`config.mk`:
```
export PLATFORM = sky130hd
export DESIGN_NAME = auxdac_bank
export DESIGN_NICKNAME = d
export VERILOG_FILES = /design/src/rtl/auxdac_pkg.sv /design/src/rtl/auxdac_sync.sv /design/src/rtl/auxdac_serial_fsm.sv /design/src/rtl/auxdac_retain.sv /design/src/rtl/auxdac_gate.sv /design/src/rtl/auxdac_bank.sv
export SDC_FILE = /design/constraint.sdc
export NUM_CORES = 1
export LEC_CHECK = 0
export ABC_AREA = 0
export ABC_CLOCK_PERIOD_IN_PS = 1500
export BUFFER_PORTS_ARGS = -buffer_cell sky130_fd_sc_hd__buf_2
export CORE_UTILIZATION = 50
export DETAILED_ROUTE_END_ITERATION = 8
export MAX_ROUTING_LAYER = met4
export PLACE_DENSITY = 0.84
export SYNTH_ARGS = -nofsm -noshare
export SYNTH_HDL_FRONTEND = slang
export SYNTH_HIERARCHICAL = 1
export SYNTH_SLANG_ARGS = --single-unit
```
`constraint.sdc`:
```
create_clock -name clk -period 1.5 [get_ports clk]
set_input_delay 0.225 -clock clk [delete_from_list [all_inputs] [get_ports clk]]
set_output_delay 0.225 -clock clk [all_outputs]
set_load 0.01 [all_outputs]
```
`src/rtl/auxdac_pkg.sv`:
```
package auxdac_pkg;
    localparam int N_CH   = 3;
    localparam int CODE_W = 12;
    localparam int ADDR_W = 4;
    localparam int WORD_W = ADDR_W + CODE_W;

    typedef enum logic [1:0] {
        PM_ACTIVE = 2'd0,
        PM_IDLE   = 2'd1,
        PM_STBY   = 2'd2,
        PM_SHDN   = 2'd3
    } pmode_t;

    typedef enum logic [1:0] {
        SP_IDLE  = 2'd0,
        SP_SHIFT = 2'd1,
        SP_LOAD  = 2'd2
    } sp_state_t;

    // per-channel reset codes, channel 1 in the low slice
    localparam logic [N_CH*CODE_W-1:0] AUX_RST =
        {CODE_W'(0), CODE_W'(0), CODE_W'(1555)};
endpackage

```
`src/rtl/auxdac_sync.sv`:
```
module auxdac_sync #(
    parameter int W      = 3,
    parameter int STAGES = 2,
    parameter logic [W-1:0] INIT = '0
) (
    input  logic         clk,
    input  logic         rst_n,
    input  logic [W-1:0] d,
    output logic [W-1:0] q
);
    logic [W-1:0] pipe [STAGES];

    always_ff @(posedge clk or negedge rst_n) begin
        if (!rst_n) begin
            for (int i = 0; i < STAGES; i++) pipe[i] <= INIT;
        end else begin
            pipe[0] <= d;
            for (int i = 1; i < STAGES; i++) pipe[i] <= pipe[i-1];
        end
    end

    assign q = pipe[STAGES-1];
endmodule

```
`src/rtl/auxdac_serial_fsm.sv`:
```
module auxdac_serial_fsm
    import auxdac_pkg::*;
#(
    parameter int WORD_BITS = WORD_W
) (
    input  logic                 clk,
    input  logic                 rst_n,
    input  logic                 cs_n_s,
    input  logic                 sclk_s,
    input  logic                 sdin_s,
    output logic                 wr_en,
    output logic [WORD_BITS-1:0] wr_word
);
    localparam int CNT_MAX = WORD_BITS + 1;
    localparam int CNT_W   = $clog2(CNT_MAX + 1);

    sp_state_t            state, state_nx;
    logic                 cs_q, sclk_q;
    logic [CNT_W-1:0]     bit_cnt;
    logic [WORD_BITS-1:0] shreg;
    logic                 cs_fall, cs_rise, sclk_rise;

    assign cs_fall   = cs_q & ~cs_n_s;
    assign cs_rise   = ~cs_q & cs_n_s;
    assign sclk_rise = sclk_s & ~sclk_q;

    // state register
    always_ff @(posedge clk or negedge rst_n) begin
        if (!rst_n) state <= SP_IDLE;
        else        state <= state_nx;
    end

    // edge history, bit counter and shift register
    always_ff @(posedge clk or negedge rst_n) begin
        if (!rst_n) begin
            cs_q    <= 1'b1;
            sclk_q  <= 1'b0;
            bit_cnt <= '0;
            shreg   <= '0;
        end else begin
            cs_q   <= cs_n_s;
            sclk_q <= sclk_s;
            if (state == SP_IDLE && cs_fall) begin
                bit_cnt <= '0;
            end else if (state == SP_SHIFT && sclk_rise) begin
                shreg <= {shreg[WORD_BITS-2:0], sdin_s};
                if (bit_cnt != CNT_W'(CNT_MAX)) bit_cnt <= bit_cnt + 1'b1;
            end
        end
    end

    // next state and outputs
    always_comb begin
        state_nx = state;
        wr_en    = 1'b0;
        wr_word  = shreg;
        unique case (state)
            SP_IDLE:  if (cs_fall) state_nx = SP_SHIFT;
            SP_SHIFT: if (cs_rise)
                          state_nx = (bit_cnt == CNT_W'(WORD_BITS)) ? SP_LOAD : SP_IDLE;
            SP_LOAD: begin
                wr_en    = 1'b1;
                state_nx = SP_IDLE;
            end
            default:  state_nx = SP_IDLE;
        endcase
    end
endmodule

```
`src/rtl/auxdac_retain.sv`:
```
module auxdac_retain
    import auxdac_pkg::*;
#(
    parameter int CH    = N_CH,
    parameter int CW    = CODE_W,
    parameter int AW    = ADDR_W,
    parameter logic [CH*CW-1:0] RST = AUX_RST
) (
    input  logic             clk,
    input  logic             rst_n,
    input  logic             wr_en,
    input  logic [AW+CW-1:0] wr_word,
    output logic [CH*CW-1:0] stored
);
    logic [AW-1:0] addr;
    assign addr = wr_word[AW+CW-1 -: AW];

    for (genvar g = 0; g < CH; g++) begin : g_ch
        always_ff @(posedge clk or negedge rst_n) begin
            if (!rst_n)
                stored[g*CW +: CW] <= RST[g*CW +: CW];
            else if (wr_en && addr == AW'(g + 1))
                stored[g*CW +: CW] <= wr_word[CW-1:0];
        end
    end
endmodule

```
`src/rtl/auxdac_gate.sv`:
```
module auxdac_gate
    import auxdac_pkg::*;
#(
    parameter int CH = N_CH,
    parameter int CW = CODE_W
) (
    input  logic [1:0]       pmode,
    input  logic [CH*CW-1:0] stored,
    output logic [CH*CW-1:0] code_o,
    output logic [CH-1:0]    en_o
);
    logic shdn;
    assign shdn = (pmode == PM_SHDN);

    for (genvar g = 0; g < CH; g++) begin : g_gate
        assign code_o[g*CW +: CW] = shdn ? '0 : stored[g*CW +: CW];
        assign en_o[g]            = ~shdn;
    end
endmodule

```
`src/rtl/auxdac_bank.sv`:
```
module auxdac_bank
    import auxdac_pkg::*;
(
    input  logic                   clk,
    input  logic                   rst_n,
    input  logic                   cs_n,
    input  logic                   sclk,
    input  logic                   sdin,
    input  logic [1:0]             pmode,
    output logic [N_CH*CODE_W-1:0] aux_code,
    output logic [N_CH-1:0]        aux_enable
);
    logic [2:0]                 pins_s;
    logic                       wr_en;
    logic [WORD_W-1:0]          wr_word;
    logic [N_CH*CODE_W-1:0]     stored;

    auxdac_sync #(.W(3), .STAGES(2), .INIT(3'b100)) u_sync (
        .clk   (clk),
        .rst_n (rst_n),
        .d     ({cs_n, sclk, sdin}),
        .q     (pins_s)
    );

    auxdac_serial_fsm #(.WORD_BITS(WORD_W)) u_fsm (
        .clk     (clk),
        .rst_n   (rst_n),
        .cs_n_s  (pins_s[2]),
        .sclk_s  (pins_s[1]),
        .sdin_s  (pins_s[0]),
        .wr_en   (wr_en),
        .wr_word (wr_word)
    );

    auxdac_retain #(.CH(N_CH), .CW(CODE_W), .AW(ADDR_W), .RST(AUX_RST)) u_ret (
        .clk     (clk),
        .rst_n   (rst_n),
        .wr_en   (wr_en),
        .wr_word (wr_word),
        .stored  (stored)
    );

    auxdac_gate #(.CH(N_CH), .CW(CODE_W)) u_gate (
        .pmode  (pmode),
        .stored (stored),
        .code_o (aux_code),
        .en_o   (aux_enable)
    );
endmodule

```
==> Word level (Yosys, flattened, before mapping) <==
Cells that the tools add are included.
{ "totals": {"reg_bits": 67, "input_bits": 7, "out_inout_bits": 39, "word_cells": 51} }
{ "classes": {"n_addsub": 1, "eq_ne": 10, "n_mux": 11, "bitwise": 8, "reduce_logical": 11} }
{ "ops": {"columns": ["cell", "count"], "rows": [
  ["12-bit 2-to-1 mux", 3],
  ["5-bit 2-to-1 mux", 3],
  ["4-bit by 2-bit == test with 1-bit output, second input constant", 2],
  ["2-bit 2-to-1 mux", 3],
  ["2-bit AND reduction", 3],
  ["5-bit by 1-bit adder with 5-bit output, second input constant", 1],
  ["5-bit == test, second input constant", 1],
  ["1-bit logical AND", 5],
  ["5-bit != test, second input constant", 1],
  ["1-bit NOT", 5],
  ["2-bit == test, second input constant", 2],
  ["4-bit by 1-bit == test with 1-bit output, second input constant", 1],
  ["2-bit by 1-bit != test with 1-bit output, second input constant", 2],
  ["2-bit one-hot mux with 2 select lines", 1],
  ["2-bit nonzero test", 2],
  ["1-bit bitwise AND", 3],
  ["2-bit by 1-bit == test with 1-bit output, second input constant", 1],
  ["2-bit logical NOT", 1],
  ["1-bit 2-to-1 mux", 1]
]} }

==> Depth between registers and ports, before layout <==
Gate-level depths: netlist (run 1).
{ "depth": {"ltp_word": 5, "mapped_depth": 6, "mapped_depth_nobuf": 5} }

==> Hierarchy <==
Netlist (run 1), hierarchy kept.
{ "modules_own_cells": {"columns": ["mod", "n_inst", "cells_each", "area_per_inst_um2", "seq_area_each_um2"], "rows": [
  ["auxdac_retain", 1, 79, 1520.2, 907.1],
  ["auxdac_serial_fsm", 1, 112, 1114.8, 626.9],
  ["auxdac_gate", 1, 47, 510.5, 0.0],
  ["auxdac_sync", 1, 9, 175.2, 152.6]
]} }

==> Worst setup path after synthesis (run 1) <==
OpenSTA, ideal clock, no wires.
{ "synth_timing": {"kind": "reg2reg", "startpoint": "register u_fsm.state[0]", "endpoint": "register u_ret.stored[2]", "setup_ps": 125, "arrival_time_ps": 1354, "t_required_ps": 1375, "setup_slack_ps": 21, "path_stages_with_launch": 5, "path_buffers": 1, "period_less_slack_ps": 1479, "path_cell_list": "dfrtp_1 -> and2b_1 -> and4b_4 -> buf_12 -> mux2_4"} }
{ "synth_via": {"elab_chain_len": 3} }
{ "synth_lines": {"columns": ["item", "line", "source"], "rows": [
  ["start, declared", "auxdac_serial_fsm.sv:17", "sp_state_t state, state_nx;"],
  ["start signal, assigned", "auxdac_serial_fsm.sv:30", "else state <= state_nx;"],
  ["2-bit == test", "auxdac_serial_fsm.sv:57", "unique case (state)"],
  ["1-bit 2-to-1 mux", "auxdac_serial_fsm.sv:57", null],
  ["net wr_en", "auxdac_bank.sv:14", "logic wr_en;"],
  ["1-bit logical AND", "auxdac_retain.sv:22", "else if (wr_en && addr == AW'(g + 1))"],
  ["end signal, assigned by index", "auxdac_retain.sv:21", "stored[g*CW +: CW] <= RST[g*CW +: CW];"],
  ["end signal, assigned by index", "auxdac_retain.sv:23", "stored[g*CW +: CW] <= wr_word[CW-1:0];"],
  ["end, declared", "auxdac_retain.sv:13", "output logic [CH*CW-1:0] stored"]
]} }
The timed path passes the listed nets, and every way through them passes these cells.
A chain may end at the register's enable or synchronous reset.

==> Worst setup path after layout (run 1) <==
{ "layout_timing": {"startpoint": "register u_fsm.state[0]", "endpoint": "register u_ret.stored[13]"} }
The elaborated chain is that of the path after synthesis.

==> results.md, run 1 <==
* Status: complete, no violations
* Layout cells sized above 1 at around 51%
* Peak VDD IR at 0.743 mV
* Clk_lat worst skew at ~340 ps
* Leakage Power at 2.03 nW
* Worst EP required at ~1700 ps
* Area leader, netlist: dfrtp_1
* Worst slew margin at 63.9%
* Core box area at between 6000 and 7000 um^2
* Crit Path Max Fanout at 6
* Routed wire per std cell at between 15 and 20 um
* H-tree levels at 3
* Row cnt at 29
* Hold WS at 350 ps
* N_diodes at 0
* Num ports at 46
* Top FF cell, synth: dfrtp_1
* Area Overhead vs Synth at 17.9%
* Final Worst Setup Slack at approximately 14 ps
* Fmax at between 600 and 700 MHz
* Drt drc at 0
* Fin. max-slew vios at 0
* Crit path depth at 5
* Final hold viol count at 0
* Reg clk slew, reported paths at roughly 70 ps
* Top cells by area, synth: dfrtp_1, mux2_4, a21boi_2
* Sequential cell area at approximately 1700 um^2
* First-pass GRT wire length at approximately 11,000 um
* Vias per cell at ~5.3
* Hpwl dp at between 4000 and 5000 um
* Crit path time final at between 1000 and 1500 ps
* Ys Warns at 6
* DRT Pass-1 Iters at 4
* Largest net degree at the start of global routing at 31
* Share of the synthesized area in the top cell type at ~44%
* Syn Nets at ~260
* CTS tree: done
* CP Cell Sequence: and2b_1 > buf_6 > nand4b_4 > clkbuf_16 > mux2_4
* Final setup viols at 0
* Yosys cell types at 36
* CP Data Arrival Time at around 1700 ps
* Total global-route track usage at about 20%
* Final nets at around 320
* Vias in the first global route at 2,150
* Sequential element share of the synthesized area at 50.8%
* WHS Path Cells at 0
* Setup crit end kind: register
* I/O Buffers at between 40 and 50
* Top post-synthesis cells by count: dfrtp_1, nand2_1, mux2_4
* Sink Count at 67
* Layout fillers at roughly 470
* Pwr dens at between 900 and 1000 nW/um^2
* Initial cell density of the core at between 50% and 60%
* Post-synth ARST share at 100%
* Placed Instances at between 300 and 400
* Post-Synthesis Cells at between 200 and 250
* Overflow after GRT at 0
* CTS max path bufs at 2
* Hold WC Path Type: register to register
* Post-synth EDFFs at 0
* CP top delay family: flip-flops
* Dpl ws at 33.7 ps
* CP max-delay cell: dfrtp_1
* Detail Route Antenna Nets at 0
* Die area at about 7000 um^2
* Type of the worst setup path: register to register
* Antenna violations before repair at 0
* Worst-Margin Slew at 541 ps
* Avg Cell Area, Syn at 13.4 um^2
* CTS Buf Count at 9
* Die Wd at ~83 um
* Routability cong. at between 0.7 and 0.8
* Worst Skew at 11.2 ps
* CP max stage delay at 390 ps
* Post-Route WL at 6360 um
* Final Cycle Share at between 90% and 100%
* Die Ht at ~83 um
* Most frequent cell after synthesis: dfrtp_1
* DR vias at 2,062
* CP bufs+invs at 2
* Mapped cell area at between 3000 and 4000 um^2
* MaxCap Viol Count at 0
* Fin cells at between 300 and 400
* Clk root buf: clkbuf_8
* DR iter-0 viols at roughly 90
* Multi-input gate area at roughly 1400 um^2
* Worst reg-to-reg path cell count at 5
* CP Launch Type: register
* Flip-flop and latch count after synthesis at between 60 and 70
## stage by stage
step | cell area, um^2 | setup TNS (ps) | util, % | total power [mW]
5_1_grt | 3920 | -89.8 | 61.3 | 4.09
3_3_place_gp | 3600 | 0 | 56.4 | 2.40
4_1_cts | 3840 | 0 | 60.2 | 3.95
3_5_place_dp | 3600 | 0 | 56.4 | 2.43
6_report | 3920 | 0 | 61.3 | 3.91
2_1_floorplan | 3320 | 0 | - | 2.29
## power by group
part	total (mW)	switching [mW]	internal [mW]
logic	0.332	0.200	0.132
clock network	1.49	0.715	0.777
registers	2.08	0.169	1.92
## state kept, by name, summed over array words and instances (netlist names)
register and count:
u_ret/stored 36, u_fsm/wr_word 16, u_fsm/bit_cnt 5, u_sync/pipe 3, u_sync/q 3, u_fsm/state 2
u_fsm/cs_q 1, u_fsm/sclk_q 1
## logic make-up after synthesis
| kind of cell | after synthesis | share of synthesized area, % |
|---|---|---|
| flip-flops | 67 | 50.8 |
| multiplexers | 38 | 16.2 |
| adder cells (fa/ha/maj) | 3 | 1.13 |
| AND/OR/NAND/NOR | 70 | 11.6 |
| buffers and inverters | 25 | 7.23 |
| AO/OA/AOI/OAI | 44 | 13.0 |
## layout make-up
class	instances	share of cell area (%)
repair buffers	69	13.1
clock inverters	7	1.95
well taps	77	2.46
multi-input cells	155	35.8
clock buffers	9	3.16
flip-flops and latches	67	43.1
inverters	5	0.479
## cell usage in the layout (no fill, tap or decap), types with 2 or more instances in the layout
master          n
a21boi_0        5
a21boi_1        2
a21boi_2       29
a21oi_1         3
buf_12          6
buf_2          45
buf_4          12
clkbuf_8        9
clkinvlp_4      2
dfrtp_1        59
dfstp_2         8
dlygate4sd3_1   4
ha_1            3
inv_1           5
inv_6           2
mux2_1          4
mux2_2          2
mux2_4         30
mux2i_1         2
nand2_1        52
nand4_1         2
nand4bb_1       2
o21ai_0         2
## per-layer routing
| metal | vias up | wire length (um) | track usage, % |
|---|---|---|---|
| met4 | 0 | 83 | 5.39 |
| met2 | 44 | 3320 | 33.2 |
| li1 | 967 | - | - |
| met1 | 1044 | 2730 | 23.5 |
| met3 | 7 | 225 | 6.03 |
| met5 | - | 0 | - |
## worst paths after layout
path	startpoint	slack (ps)	to
setup / recovery	u_fsm/state[0]	10	u_ret/stored[13]
hold / removal	u_sync/pipe[3]	350	u_sync/q[0]
setup reg to reg	u_fsm/state[0]	10	u_ret/stored[13]
hold reg to reg	u_sync/pipe[3]	350	u_sync/q[0]
max in group asynchronous	rst_n	480	u_sync/pipe[5]
min in group asynchronous	rst_n	400	u_fsm/wr_word[5]
## repair_timing
action	CTS	global route
setup buffers	0	3
hold endpoints to repair	20	0
setup endpoints to repair	0	4
resized for setup	0	4
hold buffers	4	0
Power figures use the tool's default switching activity.
==> run 2, diff against run 1 <==
Settings changed: CORE_ASPECT_RATIO set to 0.5.
==> results.md, run 2 (same netlist as run 1, synthesis figures left out) <==
* Status: complete, no violations
* Worst EP required at 1700 ps (-30 ps)
* Vias in the first global route at 2,019 (-6.1%)
* Post-DP Area at 3630 um^2 (+0.66%)
* Met3 WL post-DR at 279 um (+24%)
* Antenna violations before repair at 0 (unchanged)
* Detail Route Antenna Nets at 0 (unchanged)
* I/O Buffers at 45 (unchanged)
* Type of the worst setup path: register to register
* Final hold viol count at 0 (unchanged)
* Setup_tns at 0 ps (unchanged)
* Leakage Power at 2.06 nW (+1.2%)
* DRT Pass-1 Iters at 4 (unchanged)
* DR iter-0 viols at 107 (+18%)
* Vias per cell at 5.17 (-2.5%)
* Fmax at 688 MHz (+2.3%)
* N_diodes at 0 (unchanged)
* Worst Skew at 6.75 ps (-4.49 ps)
* Clk_lat worst skew at 330 ps (about the same)
* Top sig layer: met4
* CTS Buf Count at 9 (unchanged)
* CTS max path bufs at 2 (unchanged)
* Area Overhead vs Synth at 20.3%
* Layout fillers at 443 (-5.5%)
* Clk root buf: clkbuf_16
* H-tree levels at 3 (unchanged)
* Most common cell after layout, fill and taps aside: dfrtp_1
* Die Wd at 117 um (+40%)
* Routed wire per std cell at 16.0 um (-2.1%)
* Row cnt at 20 (-31%)
* Crit Path Max Fanout at 12 (+6)
* Reg clk slew, reported paths at 50 ps (-20 ps)
* Routability cong. at 0.781 (-1.2%)
* Most frequent cells in the layout: dfrtp_1, nand2_1, buf_2
* Crit path time final at 1450 ps (-33.3 ps)
* Final Cycle Share at 96.9% (-2.2 points)
* Drt drc at 0 (unchanged)
* Final setup viols at 0 (unchanged)
* Final nets at 311 (-1.9%)
* Hpwl dp at 4350 um (+4.3%)
* CTS tree: done
* Layout cells sized above 1 at 50.3% (-0.63 points)
* Initial cell density of the core at 53.3% (+1.3 points)
* Most flop-heavy register: u_ret/stored
* CP Launch Type: register
* Pwr dens at 1160 nW/um^2 (+16%)
* Worst slew margin at 72.6% (+8.7 points)
* Total global-route track usage at 21.2% (+1.3 points)
* Num ports at 46 (unchanged)
* Post-Route WL at 6310 um (-0.82%)
* Die area at 6990 um^2 (+0.28%)
* Post-route cell area at 3990 um^2 (+2.0%)
* Max reg flops at 36 (unchanged)
* DR vias at 2,037 (-1.2%)
* Fin. max-slew vios at 0 (unchanged)
* Met2 WL at 3390 um (+2.2%)
* Met1 Wirelength at 2580 um (-5.6%)
* Peak VDD IR at 0.719 mV (-3.3%)
* Core box area at 6230 um^2 (-2.4%)
* Worst-Margin Slew at 411 ps (-130 ps)
* MaxCap Viol Count at 0 (unchanged)
* RSZ-0062 raised after global routing: false
* First-pass GRT wire length at 10,200 um (-3.0%)
* Setup crit end kind: register
* Die Ht at 59.6 um (-29%)
* Hold WC Path Type: register to register
* Sink Count at 67 (unchanged)
* Largest net degree at the start of global routing at 38 (+23%)
* Overflow after GRT at 0 (unchanged)
* CP Data Arrival Time at 1650 ps (-60 ps)
==> run 2: cell count changes in the layout (fill, tap and decap cells not counted), sizes merged <==
| cell | delta |
|---|---|
| buf | -5 |
| inv | -2 |
| bufinv | +1 |
| clkinv | +1 |
| clkinvlp | -1 |
==> run 2: timing repair <==
action,in CTS,in global routing
endpoints found under the setup margin,0,2
hold endpoints to repair,15,0
buffers inserted,0,0
hold buffers,4,0
gates resized for setup,0,2
==> run 2: metrics by stage <==
stage | hold slack [ps] | power, mW | utilization (%) | cells | setup WS [ps]
2_1_floorplan | -70.6 | 2.29 | - | 247 | 20.9
5_1_grt | 359 | 4.82 | 64.1 | 394 | 3.54
3_3_place_gp | 164 | 2.41 | 58.2 | 374 | 76.1
4_1_cts | 352 | 4.68 | 64.0 | 394 | 42.6
3_5_place_dp | 179 | 2.45 | 58.2 | 374 | 48.5
6_report | 349 | 4.63 | 64.1 | 394 | 47.0
==> run 2: cell type report <==
type                    count  area, um^2  share of cell area, %
clock buffers              10         229                   5.73
inverters                   5        18.8                  0.470
repair buffers             63         458                   11.5
clock inverters             6        90.1                   2.26
well taps                  88         110                   2.76
flip-flops and latches     67        1690                   42.2
multi-input cells         155        1400                   35.1
==> run 2: path summary, 6_finish.rpt <==
path	slack [ps]	start	end	depth (start not counted)
worst min register to register	350	u_sync/pipe[3]	u_sync/q[0]	0
max in group asynchronous	540	rst_n	u_ret/stored[10]	3
min in group asynchronous	370	rst_n	u_ret/stored[33]	2
worst min-delay path	350	u_sync/pipe[3]	u_sync/q[0]	0
worst max register to register	50	u_fsm/state[1]	u_ret/stored[23]	5
worst max-delay path	50	u_fsm/state[1]	u_ret/stored[23]	5
==> run 2: routing by layer <==
metal	global-route usage [%]	vias up
li1	-	955
met4	7.05	0
met3	7.87	4
met1	24.3	1023
met2	34.8	55
met5	-	-
==> run 2: power breakdown <==
| part | total, mW | leakage (nW) | switching [mW] | internal (mW) |
|---|---|---|---|---|
| combinational | 0.339 | 1.02 | 0.201 | 0.138 |
| clock | 2.20 | 0.153 | 0.746 | 1.46 |
| sequential | 2.09 | 0.885 | 0.166 | 1.92 |
==> run 2: worst max-delay path, cell delays in order (launching register included) <==
cell,delay [ps]
dfrtp_1,410
and2b_1,180
buf_4,140
nand4b_2,100
buf_12,160
mux2_1,330
